File: src/rtl/vlq_pkg.sv
package vlq_pkg;
  localparam int PAY_W   = 4;
  localparam int ROUTE_W = 6;
  localparam int FLIT_W  = PAY_W + ROUTE_W + 2;
  localparam int STORE_W = PAY_W + ROUTE_W;

  typedef struct packed {
    logic               parity;
    logic               prio;
    logic [ROUTE_W-1:0] route;
    logic [PAY_W-1:0]   payload;
  } flit_t;
endpackage

File: src/rtl/vlq_flit_decode.sv
module vlq_flit_decode
  import vlq_pkg::*;
#(
  parameter int DEST_BITS = 2,
  localparam int QID_W = DEST_BITS + 1
) (
  input  flit_t              flit,
  output logic               parity_ok,
  output logic [QID_W-1:0]   qid,
  output logic [STORE_W-1:0] store_word
);
  always_comb begin
    parity_ok  = ~(^flit);
    qid        = {flit.prio, flit.route[DEST_BITS-1:0]};
    store_word = {flit.route, flit.payload};
  end
endmodule

File: src/rtl/vlq_free_enc.sv
module vlq_free_enc #(
  parameter int DEPTH = 16,
  localparam int PTR_W = $clog2(DEPTH)
) (
  input  logic [DEPTH-1:0] occ,
  output logic [PTR_W-1:0] free_idx,
  output logic             full
);
  always_comb begin
    free_idx = '0;
    for (int i = DEPTH - 1; i >= 0; i--) begin
      if (!occ[i]) free_idx = PTR_W'(i);
    end
    full = &occ;
  end
endmodule

File: src/rtl/vlq_slot_store.sv
module vlq_slot_store #(
  parameter int DEPTH = 16,
  parameter int WIDTH = 10,
  localparam int PTR_W = $clog2(DEPTH)
) (
  input  logic             clk,
  input  logic             wr_en,
  input  logic [PTR_W-1:0] wr_addr,
  input  logic [WIDTH-1:0] wr_data,
  input  logic [PTR_W-1:0] rd_addr,
  output logic [WIDTH-1:0] rd_data
);
  logic [WIDTH-1:0] mem [DEPTH];

  always_ff @(posedge clk) begin
    if (wr_en) mem[wr_addr] <= wr_data;
  end

  assign rd_data = mem[rd_addr];
endmodule

File: src/rtl/vlq_link_table.sv
module vlq_link_table #(
  parameter int DEPTH = 16,
  parameter int NQ    = 8,
  localparam int PTR_W = $clog2(DEPTH),
  localparam int QID_W = $clog2(NQ)
) (
  input  logic                      clk,
  input  logic                      rst_n,
  input  logic                      enq,
  input  logic [QID_W-1:0]          enq_q,
  input  logic [PTR_W-1:0]          enq_slot,
  input  logic                      deq,
  input  logic [QID_W-1:0]          deq_q,
  output logic [NQ-1:0][PTR_W-1:0]  head,
  output logic [NQ-1:0]             live
);
  logic [NQ-1:0][PTR_W-1:0] tail;
  logic [PTR_W-1:0]         link [DEPTH];

  logic [PTR_W-1:0] old_tail;
  logic             enq_onto_live;
  logic [PTR_W-1:0] deq_head;
  logic             deq_is_last;

  always_comb begin
    old_tail      = tail[enq_q];
    enq_onto_live = live[enq_q];
    deq_head      = head[deq_q];
    deq_is_last   = (link[deq_head] == deq_head);
  end

  // Queue table: head, tail and live bit per queue.
  always_ff @(posedge clk or negedge rst_n) begin
    if (!rst_n) begin
      live <= '0;
      head <= '0;
      tail <= '0;
    end else begin
      for (int q = 0; q < NQ; q++) begin
        if (deq && deq_q == QID_W'(q)) begin
          if (deq_is_last) live[q] <= 1'b0;
          else             head[q] <= link[deq_head];
        end
        if (enq && enq_q == QID_W'(q)) begin
          tail[q] <= enq_slot;
          if (!live[q] || (deq && deq_q == QID_W'(q) && deq_is_last)) begin
            head[q] <= enq_slot;
            live[q] <= 1'b1;
          end
        end
      end
    end
  end

  // Link table: the new slot links to itself; the old tail links forward.
  always_ff @(posedge clk or negedge rst_n) begin
    if (!rst_n) begin
      for (int e = 0; e < DEPTH; e++) link[e] <= PTR_W'(e);
    end else if (enq) begin
      for (int e = 0; e < DEPTH; e++) begin
        if (PTR_W'(e) == enq_slot)                       link[e] <= enq_slot;
        else if (enq_onto_live && PTR_W'(e) == old_tail) link[e] <= enq_slot;
      end
    end
  end
endmodule

File: src/rtl/vlq_input_buffer.sv
module vlq_input_buffer
  import vlq_pkg::*;
#(
  parameter int DEPTH     = 16,
  parameter int DEST_BITS = 2,
  localparam int PTR_W = $clog2(DEPTH),
  localparam int QID_W = DEST_BITS + 1,
  localparam int NQ    = 1 << QID_W
) (
  input  logic               clk,
  input  logic               rst_n,
  input  logic               in_valid,
  output logic               in_ready,
  input  logic [FLIT_W-1:0]  in_flit,
  input  logic [QID_W-1:0]   deq_sel,
  input  logic               deq_take,
  output logic               deq_avail,
  output logic [STORE_W-1:0] deq_data,
  output logic [NQ-1:0]      q_nonempty
);
  logic                     parity_ok;
  logic [QID_W-1:0]         in_qid;
  logic [STORE_W-1:0]       in_word;
  logic [DEPTH-1:0]         occ;
  logic [PTR_W-1:0]         free_idx;
  logic                     full;
  logic [NQ-1:0][PTR_W-1:0] head;
  logic [NQ-1:0]            live;
  logic                     enq, pop;
  logic [PTR_W-1:0]         pop_slot;

  vlq_flit_decode #(.DEST_BITS(DEST_BITS)) u_dec (
    .flit(flit_t'(in_flit)), .parity_ok(parity_ok), .qid(in_qid), .store_word(in_word)
  );

  vlq_free_enc #(.DEPTH(DEPTH)) u_free (
    .occ(occ), .free_idx(free_idx), .full(full)
  );

  always_comb begin
    in_ready   = !full;
    enq        = in_valid && in_ready && parity_ok;
    q_nonempty = live;
    deq_avail  = live[deq_sel];
    pop        = deq_take && deq_avail;
    pop_slot   = head[deq_sel];
  end

  vlq_link_table #(.DEPTH(DEPTH), .NQ(NQ)) u_links (
    .clk(clk), .rst_n(rst_n),
    .enq(enq), .enq_q(in_qid), .enq_slot(free_idx),
    .deq(pop), .deq_q(deq_sel),
    .head(head), .live(live)
  );

  vlq_slot_store #(.DEPTH(DEPTH), .WIDTH(STORE_W)) u_store (
    .clk(clk), .wr_en(enq), .wr_addr(free_idx), .wr_data(in_word),
    .rd_addr(pop_slot), .rd_data(deq_data)
  );

  always_ff @(posedge clk or negedge rst_n) begin
    if (!rst_n) begin
      occ <= '0;
    end else begin
      for (int e = 0; e < DEPTH; e++) begin
        if (enq && free_idx == PTR_W'(e))      occ[e] <= 1'b1;
        else if (pop && pop_slot == PTR_W'(e)) occ[e] <= 1'b0;
      end
    end
  end
endmodule

File: config.mk
export PLATFORM = sky130hd
export DESIGN_NAME = vlq_input_buffer
export DESIGN_NICKNAME = d
export VERILOG_FILES = /design/src/rtl/vlq_pkg.sv /design/src/rtl/vlq_flit_decode.sv /design/src/rtl/vlq_free_enc.sv /design/src/rtl/vlq_slot_store.sv /design/src/rtl/vlq_link_table.sv /design/src/rtl/vlq_input_buffer.sv
export SDC_FILE = /design/constraint.sdc
export NUM_CORES = 1
export LEC_CHECK = 0
export BUFFER_PORTS_ARGS = -buffer_cell sky130_fd_sc_hd__buf_2
export CORE_ASPECT_RATIO = 0.75
export CORE_MARGIN = 4
export CORE_UTILIZATION = 30
export CTS_CLUSTER_DIAMETER = 80
export DETAILED_ROUTE_END_ITERATION = 8
export MAX_ROUTING_LAYER = met4
export PLACE_DENSITY = 0.49
export SLEW_MARGIN = 20
export SYNTH_ARGS = -nofsm -noshare
export SYNTH_HDL_FRONTEND = slang
export SYNTH_SLANG_ARGS = --single-unit
export TNS_END_PERCENT = 30
File: constraint.sdc
create_clock -name clk -period 5.7 [get_ports clk]
set_clock_uncertainty 0.1 [all_clocks]
set_input_delay 0.285 -clock clk [delete_from_list [all_inputs] [get_ports clk]]
set_output_delay 0.285 -clock clk [all_outputs]
set_load 0.05 [all_outputs]
==> results.cfg, run 1 <==
[status]
status = completed

[global_routing]
grt_pass1_wl_um = 64720
grt-ovfl-total = 0
antenna_found_initial = 0
grt_pass1_vias = 9992
track_usage_pct = 16.41
grt_max_degree = 104

[detailed_routing]
vias = 10180
antenna_left = 0
wl_um = 42120
wl_per_cell_um = 21.64
drc = 0
drt-initial-drc-count = 1001
via_per_inst = 5.229
firstDrtPassIters = 6

[yosys]
postSynthCellCount = 1246
syn_avg_cell_area_um2 = 11.73
synthFlopType = edfxtp_1
synth_area_leaders = edfxtp_1 (33%), dfrtp_1 (21%), nand2_1 (6.8%)
ys_seq_elements = 312
synthArstFlopShare_pct = 48.72
yosys.area.top_type = edfxtp_1
synth_top_area_share_pct = 32.88
seq_area_frac_synth_pct = 59.18
netlist_area_um2 = 14610
ys_types = 63
yosysWarnings = 0
synth_edf_count = 160
synth_nets = 1269

[clock_tree]
cts-root-buf = clkbuf_16
numCtsBuffers = 36
clk_path_buf_depth = 3
cts_tree = built
clock_latency_ns = 0.54
ctsHoldBuffers = 1
cts_resized = 0
clkSinkCount = 312
cts.clk_slew.worst_paths_ns = 0.06
cts_setup_buffers = 0
htreeDepth = 2

[power]
p_comb_share_pct = 36.8
switching_share_pct = 40.15
switchingPower_uw = 3393
p_seq_share_pct = 35.6
leakage_uw = 0.006748
p_per_area_nw_per_um2 = 502.4
p_clk_share_pct = 27.6
ir_drop_mv = 0.2490
internal_power_uw = 5058

[layout]
final_layout_size_suffix_gt1_share_pct = 20.35
post-route-util_pct = 35.23
n_antenna_cell = 0
final_nets = 1302
syn2layout_area_growth_pct = 15.10

[worst_setup_path]
max_stage_delay_ns = 0.89
end_kind = flip-flop
critical_path.top_delay_family = multiplexers
r2r_slack_ns = 1.30
path_buf_inv = 1
cp_cell_sequence = mux2_1, mux4_4, nand2_1, a21oi_1, or4b_1, o211ai_1, a221o_1, nor2_1, buf_4, a41oi_1, mux2i_1
worst_path_max_delay_cell = mux4_4
path_class = reg -> reg
start_kind = flip-flop
cp.required_ns = 6.04
crit_arrival_ns = 4.75
crit_fanout = 33

[sta]
clock.fmax_mhz = 227.2
post-route-min-period_ns = 4.402
report.final.slew_viol_count = 0
finalCritPeriodShare_pct = 77.22
setup_viol = 0
worst_pin_slew_ns = 1.107
finalHoldViolCount = 0
rsz0062_at_grt = false
slew_headroom_pct = 25.91
tns_ns = 0

[die]
rows = 69
core-area_um2 = 47740
die_w_um = 262.8
dieArea_um2 = 52340
start_util_pct = 30.61
chipHeight_um = 199.1
io_pins = 39

[placed_design]
io_buffers = 38
dpl.hpwl_um = 26820
gp_congestion = 0.8681

[min_path]
hp-class = in -> reg

[run]
drv_cap = 0
## metal layers
| metal | part of all wire (%) | global-route usage [%] | routed length (um) |
|---|---|---|---|
| met1 | 50 | 24.43 | 20880 |
| met2 | 44 | 23.64 | 18370 |
| met3 | 4.8 | 2.400 | 2006 |
| met4 | 2.1 | 4.069 | 866 |
| met5 | 0 | - | 0 |
## layout make-up
class	count	area (um^2)
clock buffers	54	1079
clock inverters	12	126.4
flip-flops and latches	312	8648
well taps	639	799.5
inverters	20	75.07
multi-input cells	838	5625
repair buffers	71	466.7
fillers	4672	30920
## worst register-to-register path, delay by kind of cell (launching register included)
kind | cells | cell delay (ns)
buf+inv | 1 | 0.21
simple gates | 3 | 0.79
flops | 1 | 0.42
mux | 3 | 1.45
compound gates | 4 | 1.34
## worst paths after layout
path | start | endpoint | cells past startpoint
min in group asynchronous | rst_n | u_links.link[9] | 2
worst max register to register | u_links.head[17] | u_links.head[9] | 11
max in group asynchronous | rst_n | u_links.tail[21] | 4
worst max-delay path | u_links.head[17] | u_links.head[9] | 11
worst min register to register | u_links.tail[13] | u_links.tail[13] | 2
worst min-delay path | in_flit[0] | u_store.mem[10][0] | 1
## through the flow
step | power, uW | setup slack, ns | cell area [um^2] | hold WS (ns) | std cells
3_5_place_dp | 6137 | 0.9377 | 15580 | 0.3674 | 1878
5_1_grt | 8882 | 1.140 | 16820 | 0.05105 | 1946
6_report | 8451 | 1.298 | 16820 | 0.06266 | 1946
4_1_cts | 8505 | 1.350 | 16790 | 0.03169 | 1945
2_1_floorplan | 5033 | 1.667 | 14610 | -0.1106 | 1246
3_3_place_gp | 6123 | 1.038 | 15580 | 0.3588 | 1878
## power by group through the flow
| stage | registers (uW) | clock network (uW) | logic [uW] |
|---|---|---|---|
| after floorplan | 3010 | 0 | 2020 |
| after global placement | 3050 | 0 | 3070 |
| after detailed placement | 3040 | 0 | 3100 |
| after CTS | 3000 | 2400 | 3110 |
| after global routing | 3040 | 2490 | 3350 |
| final | 3010 | 2330 | 3110 |
## cells in the mapped netlist, drive strengths merged (3+ instances only)
cell,number
a21boi,5
nand2b,11
a21o,4
inv,20
xnor2,9
a41oi,5
nand4,3
mux4,17
nand3,21
buf,26
a21oi,28
a31oi,30
clkbuf,50
and3,54
a22oi,33
o211ai,5
dfstp,32
nor2b,3
o22a,3
edfxtp,160
o21ai,75
nor4b,3
a311oi,21
nor2,30
nand2,266
mux2,72
ha,4
or3,5
a211oi,13
a221oi,6
dfrtp,120
o22ai,6
mux2i,69
a22o,4
o41ai,3
o32ai,3
o31ai,3
nor3,8
## logic make-up (layout without fill, tap and decap cells)
logic type | after synthesis | after routing | share of synthesized area (%)
buf+inv | 96 | 157 | 2.766
mux | 158 | 158 | 12.98
compound gates | 255 | 255 | 11.72
flops | 312 | 312 | 59.18
xor+xnor | 10 | 10 | 0.5994
simple gates | 411 | 411 | 12.41
fa+ha+maj | 4 | 4 | 0.3425
## cells in the final DEF, fill, tap and decap left out, types with 4 or more instances in the layout
master,instances
o21ai_0,72
o22ai_1,5
nand2_1,266
dfstp_2,32
a21o_1,4
nor2_1,29
clkbuf_16,36
clkinv_2,5
nand3_1,21
mux4_2,15
a31oi_1,30
and3_1,54
a311oi_1,21
mux2i_1,67
nand2b_1,11
ha_1,4
inv_1,18
a22o_1,4
nor3_1,5
buf_2,37
xnor2_1,9
a221oi_1,5
buf_4,31
edfxtp_1,160
o211ai_1,4
clkbuf_8,11
mux2_2,71
a21boi_0,4
or3_1,5
dfrtp_1,120
a21oi_1,28
clkbuf_1,7
a22oi_1,33
a211oi_1,13
a41oi_1,4
## flip-flops by register name, summed over array words and instances, names as in the netlist
register / count
u_links.tail: 32
u_links.head: 32
occ: 16
u_links.link: 64
u_store.mem: 160
u_links.live: 8
No activity file was read; power rests on OpenSTA's default activity.
==> run 2, diff against run 1 <==
Clock period 5.7 ns to 4.2 ns, I/O delays scaled along.
==> run 2 against run 1 <==
Compared with the run above: clock power grew 27%; via count grew 3.7%; total power grew 35%; utilization grew 0.63 points; register-to-register slack lost 1.1 ns; wire length grew 3.4%; final cell count grew 2.4%; flip-flop and latch count is the same; design area grew 1.8%; non-clock buffer count grew 45; sequential power grew 35%; combinational power grew 42%; critical path type is now reg -> out.
==> results.cfg, run 2 (synthesis results as in run 1) <==
[status]
status = completed

[sta]
setup_viol = 0
worst_pin_slew_ns = 0.8970
clock.fmax_mhz = 247.4
report.final.slew_viol_count = 0
slew_headroom_pct = 40.20
finalCritPeriodShare_pct = 96.25
tns_ns = 0
post-route-min-period_ns = 4.042
rsz0062_at_grt = false
finalHoldViolCount = 0
setup_ws_ns = 0.1576

[layout]
largest-register = u_store.mem
final_cells = 1993
n_antenna_cell = 0
syn2layout_area_growth_pct = 17.16
largest_reg_flops = 160
final_cell_mix = nand2_1 (266), edfxtp_1 (160), dfrtp_1 (120), mux2_2 (71), o21ai_0 (70)
final_layout_size_suffix_gt1_share_pct = 22.16
final_common_cell = nand2_1
largestRegisters = u_store.mem: 160 flops, u_links.link: 64 flops
final_nets = 1349

[power]
p_per_area_nw_per_um2 = 668.5
p_comb_share_pct = 38.6
ir_drop_mv = 0.3220
p_seq_share_pct = 35.6
switching_share_pct = 40.44
switchingPower_uw = 4628
internal_power_uw = 6817
leakage_uw = 0.006915
p_clk_share_pct = 25.8

[global_routing]
track_usage_pct = 16.54
use_met3_pct = 2.191
antenna_found_initial = 0
grt_max_degree = 84
grt_pass1_wl_um = 65100
grt_pass1_vias = 10220
grt-ovfl-total = 0
met1_usage_pct = 24.27
grt_util_met2_pct = 24.53
busiest_layer = met2

[detailed_routing]
drt-initial-drc-count = 930
wl_per_cell_um = 21.85
drc = 0
antenna_left = 0
vias = 10560
wl_um = 43560
via_per_inst = 5.296
firstDrtPassIters = 5

[worst_setup_path]
start_kind = flip-flop
end_kind = output port
path_class = reg -> out
crit_arrival_ns = 3.73
max_stage_delay_ns = 0.79
r2r_start = u_links.head[25]
cp.required_ns = 3.89
rr_endpoint = u_links.head[8]
crit_fanout = 53
cpMostUsedCell = a21oi_1
r2r_cells = 11
r2r_slack_ns = 0.21
cp_cell_sequence = mux2_1, mux4_4, buf_4, nand2_1, and3_1, a31oi_1, a21oi_1, a21oi_1, buf_2
startpoint = u_links.head[25]
worst_path_max_delay_cell = mux4_4

[clock_tree]
numCtsBuffers = 36
cts_tree = built
clk_path_buf_depth = 3
clkSinkCount = 312
cts-root-buf = clkbuf_16
cts.clk_slew.worst_paths_ns = 0.06
clock_latency_ns = 0.54
htreeDepth = 2

[placed_design]
dpl.hpwl_um = 27680
gp_congestion = 0.8804
io_buffers = 38
dp_cells = 1914
place_ws_ns = 0.03607

[die]
chipHeight_um = 199.1
core-area_um2 = 47740
io_pins = 39
rows = 69
start_util_pct = 30.61
die_w_um = 262.8
dieArea_um2 = 52340

[min_path]
whs_path_depth = 3
worstHoldEndpoint = occ[0]
min-delay-start = in_valid
hp-class = in -> reg

[run]
drv_cap = 0
==> run 2: cell count changes in the layout (fill, tap and decap cells not counted), moves of 3 or more <==
cell	previous run	this run
dlygate4sd3_1	1	8
clkinv_1	0	5
clkbuf_1	7	10
clkbuf_8	11	5
buf_4	31	69
==> run 2: critical path, delay by kind of cell, from the launching register on <==
family	cells	cell delay [ns]
muxes	2	1.21
buffers and inverters	2	0.64
AOI/OAI and AO/OA	3	0.62
and+or+nand+nor	2	0.30
DFF	1	0.41
==> run 2: cell type report <==
type | instances | area, um^2
inverters | 20 | 75.07
clock buffers | 51 | 1007
repair buffers | 116 | 805.8
fillers | 4623 | 30620
clock inverters | 15 | 105.1
multi-input cells | 840 | 5679
flip-flops and latches | 312 | 8648
well taps | 639 | 799.5
==> run 2: how the worst max path moves through the flow <==
stage                            end  slack, ns  cells after the start
finish                   deq_data[5]       0.16                      9
detailed placement  u_links.head[22]       0.04                     11
floorplan            u_links.link[4]       0.24                     13
CTS                      deq_data[5]       0.06                      9
global route             deq_data[5]       0.01                      9
global placement    u_links.head[15]       0.11                     12
==> run 2: metrics by stage <==
stage               util (%)  area (um^2)  total power, uW  hold slack, ns
global placement       33.19        15850             8395          0.2297
detailed placement     33.19        15850             8414          0.2324
CTS                    35.69        17040            11410         0.02697
floorplan                  -        14610             6830         -0.1856
finish                 35.86        17120            11440         0.06402
global route           35.86        17120            12020         0.04179
==> run 2: power groups by stage <==
stage | logic, uW | clock network (uW) | registers (uW)
floorplan | 2740 | 0 | 4090
global placement | 4270 | 0 | 4120
detailed placement | 4300 | 0 | 4120
CTS | 4310 | 3030 | 4070
global route | 4730 | 3160 | 4130
finish | 4420 | 2950 | 4070
==> run 2: what timing repair did <==
action / in CTS / in global routing
gates resized for setup: 1 / 5
hold buffers: 8 / 0
endpoints found under the setup margin: 2 / 24
buffers inserted: 0 / 3
endpoints found under the hold margin: 152 / 0
cloned: 0 / 2
==> run 2: metal layers <==
metal,part of all wire [%],vias up
met5,0,-
met4,1.7,0
met1,49,5431
li1,-,4801
met3,5.2,48
met2,44,275
==> run 3, diff against run 2 <==
Settings changed: SETUP_SLACK_MARGIN from default to 0.4.
==> run 3 against run 2 <==
Compared with the run above: sequential power about the same; register-to-register slack better by 0.08 ns; sequential share of layout area down 1.3 points; critical path depth up 4; via count down 0.13%; die area unchanged; setup slack better by 0.13 ns; flip-flop and latch count unchanged; utilization up 0.95 points; clock power up 12%; largest cell class unchanged; highest routed layer unchanged.
==> results.cfg, run 3 (synthesis results as in run 1) <==
[status]
status = completed

[die]
io_pins = 39
chipHeight_um = 199.1
rows = 69
dieArea_um2 = 52340
die_w_um = 262.8
core-area_um2 = 47740
start_util_pct = 30.61

[layout]
syn2layout_area_growth_pct = 20.26
final_cell_mix = nand2_1 (263), edfxtp_1 (160), dfrtp_1 (119), buf_4 (72), mux2_2 (68)
post-route-cell-area_um2 = 17570
final_common_cell = nand2_1
final_layout_size_suffix_gt1_share_pct = 25.13
largest_reg_flops = 160
n_antenna_cell = 0
largestRegisters = u_store.mem: 160 flops, u_links.link: 64 flops
final_nets = 1360
n_fill_cell = 4621
multiInputGateArea_um2 = 5839
largest-register = u_store.mem
regArea_um2 = 8650

[worst_setup_path]
worst_path_max_delay_cell = mux4_4
path_buf_inv = 3
critical_path.top_delay_family = multiplexers
crit_arrival_ns = 4.19
path_class = reg -> reg
cp_cell_sequence = mux2_4, mux4_4, buf_12, mux2i_1, mux2i_1, mux2i_1, o211ai_1, a221o_2, nor2_2, buf_6, a41oi_2, buf_4, mux2i_1
r2r_start = u_links.head[29]
end_kind = flip-flop
start_kind = flip-flop
rr_endpoint = u_links.head[6]
r2r_slack_ns = 0.29
crit_fanout = 10
r2r_cells = 13
startpoint = u_links.head[29]
cp.required_ns = 4.48
endpoint = u_links.head[6]
cpMostUsedCell = mux2i_1
worst-path-stages = 13
max_stage_delay_ns = 0.70

[power]
ir_drop_mv = 0.3458
p_per_area_nw_per_um2 = 694.9
totalPowerFinal_uw = 12210
leakage_uw = 0.007097

[detailed_routing]
drt-initial-drc-count = 847
wl_met2_um = 19290
wirelength_met1_um = 21540
met3_length_um = 2479
firstDrtPassIters = 5
dr.max_layer_used = met4
via_per_inst = 5.260
antenna_left = 0
wl_per_cell_um = 21.99
drc = 0
vias = 10540
wl_um = 44070

[sta]
post-route-min-period_ns = 3.911
clock.fmax_mhz = 255.7
finalHoldViolCount = 0
report.final.slew_viol_count = 0
worst_pin_slew_ns = 0.9726
setup_viol = 0
tns_ns = 0
finalCritPeriodShare_pct = 93.12
slew_headroom_pct = 35.16
rsz0062_at_grt = true

[global_routing]
track_usage_pct = 17.01
grt-ovfl-total = 0
grt_pass1_wl_um = 66470
grt_pass1_vias = 10120
antenna_found_initial = 2
grt_max_degree = 99

[clock_tree]
numCtsBuffers = 36
clock_latency_ns = 0.54
clk_path_buf_depth = 3
cts.clk_slew.worst_paths_ns = 0.06
cts_tree = built
clkSinkCount = 312
cts-root-buf = clkbuf_16
htreeDepth = 2

[placed_design]
placed_cell_area_um2 = 15870
gp_congestion = 0.8646
io_buffers = 38
dpl.hpwl_um = 27740

[run]
drv_cap = 0

[min_path]
hp-class = in -> reg
## run 3: cell types whose count changed in the layout (fill, tap and decap cells not counted), moves of 4 or more
cell and delta:
a22oi_1 -8, a22oi_2 +8, buf_6 +4, bufinv_16 +6, mux2_4 +4, o21ai_0 -5
## run 3: worst min path at each step
stage / startpoint / end / slack [ns] / cells after the start
3_3_place_gp: rst_n / u_links.link[12] / 0.27 / 1
5_1_grt: in_flit[1] / u_store.mem[8][1] / 0.05 / 2
4_1_cts: in_flit[1] / u_store.mem[5][1] / 0.03 / 2
2_1_floorplan: rst_n / occ[0] / -0.19 / 0
3_5_place_dp: rst_n / u_links.link[30] / 0.29 / 1
6_report: in_flit[1] / u_store.mem[5][1] / 0.05 / 2
## run 3: area by class of cell
class	instances	share of cell area (%)
inverter	20	0.4272
clock buffer	46	5.454
tap	639	4.550
clock inverter	20	1.623
multi-input combinational	840	33.23
timing repair buffer	127	5.497
sequential	312	49.22
## run 3: through the flow
| step | setup WS [ns] | hold WS (ns) | cells | util, % |
|---|---|---|---|---|
| finish | 0.2891 | 0.04600 | 2004 | 36.81 |
| global route | 0.1548 | 0.04754 | 2004 | 36.81 |
| CTS | 0.3757 | 0.02768 | 2003 | 36.48 |
| detailed placement | 0.008572 | 0.2906 | 1914 | 33.24 |
| global placement | 0.1098 | 0.2723 | 1914 | 33.24 |
| floorplan | 0.4879 | -0.1856 | 1246 | - |
## run 3: routing by layer
layer  GRT usage (%)  vias to the layer above
li1                -                     4809
met1           25.22                     5398
met2           24.56                      284
met3           2.831                       50
met4           3.814                        0
met5               -                        -
## run 3: report_power, final
part	internal [uW]	switching (uW)	leakage, uW	total [uW]
registers	3730	345	0.00335	4080
logic	1630	3220	0.00314	4850
clock network	2000	1280	0.000612	3290
total	7360	4850	0.00710	12200
## run 3: timing repair
action / 4_1_cts / 5_1_grt
resized for setup: 20 / 32
hold endpoints to repair: 147 / 0
setup endpoints to repair: 42 / 52
buffers inserted: 13 / 1
hold buffers: 7 / 0
pin swaps: 1 / 7
cloned: 3 / 0
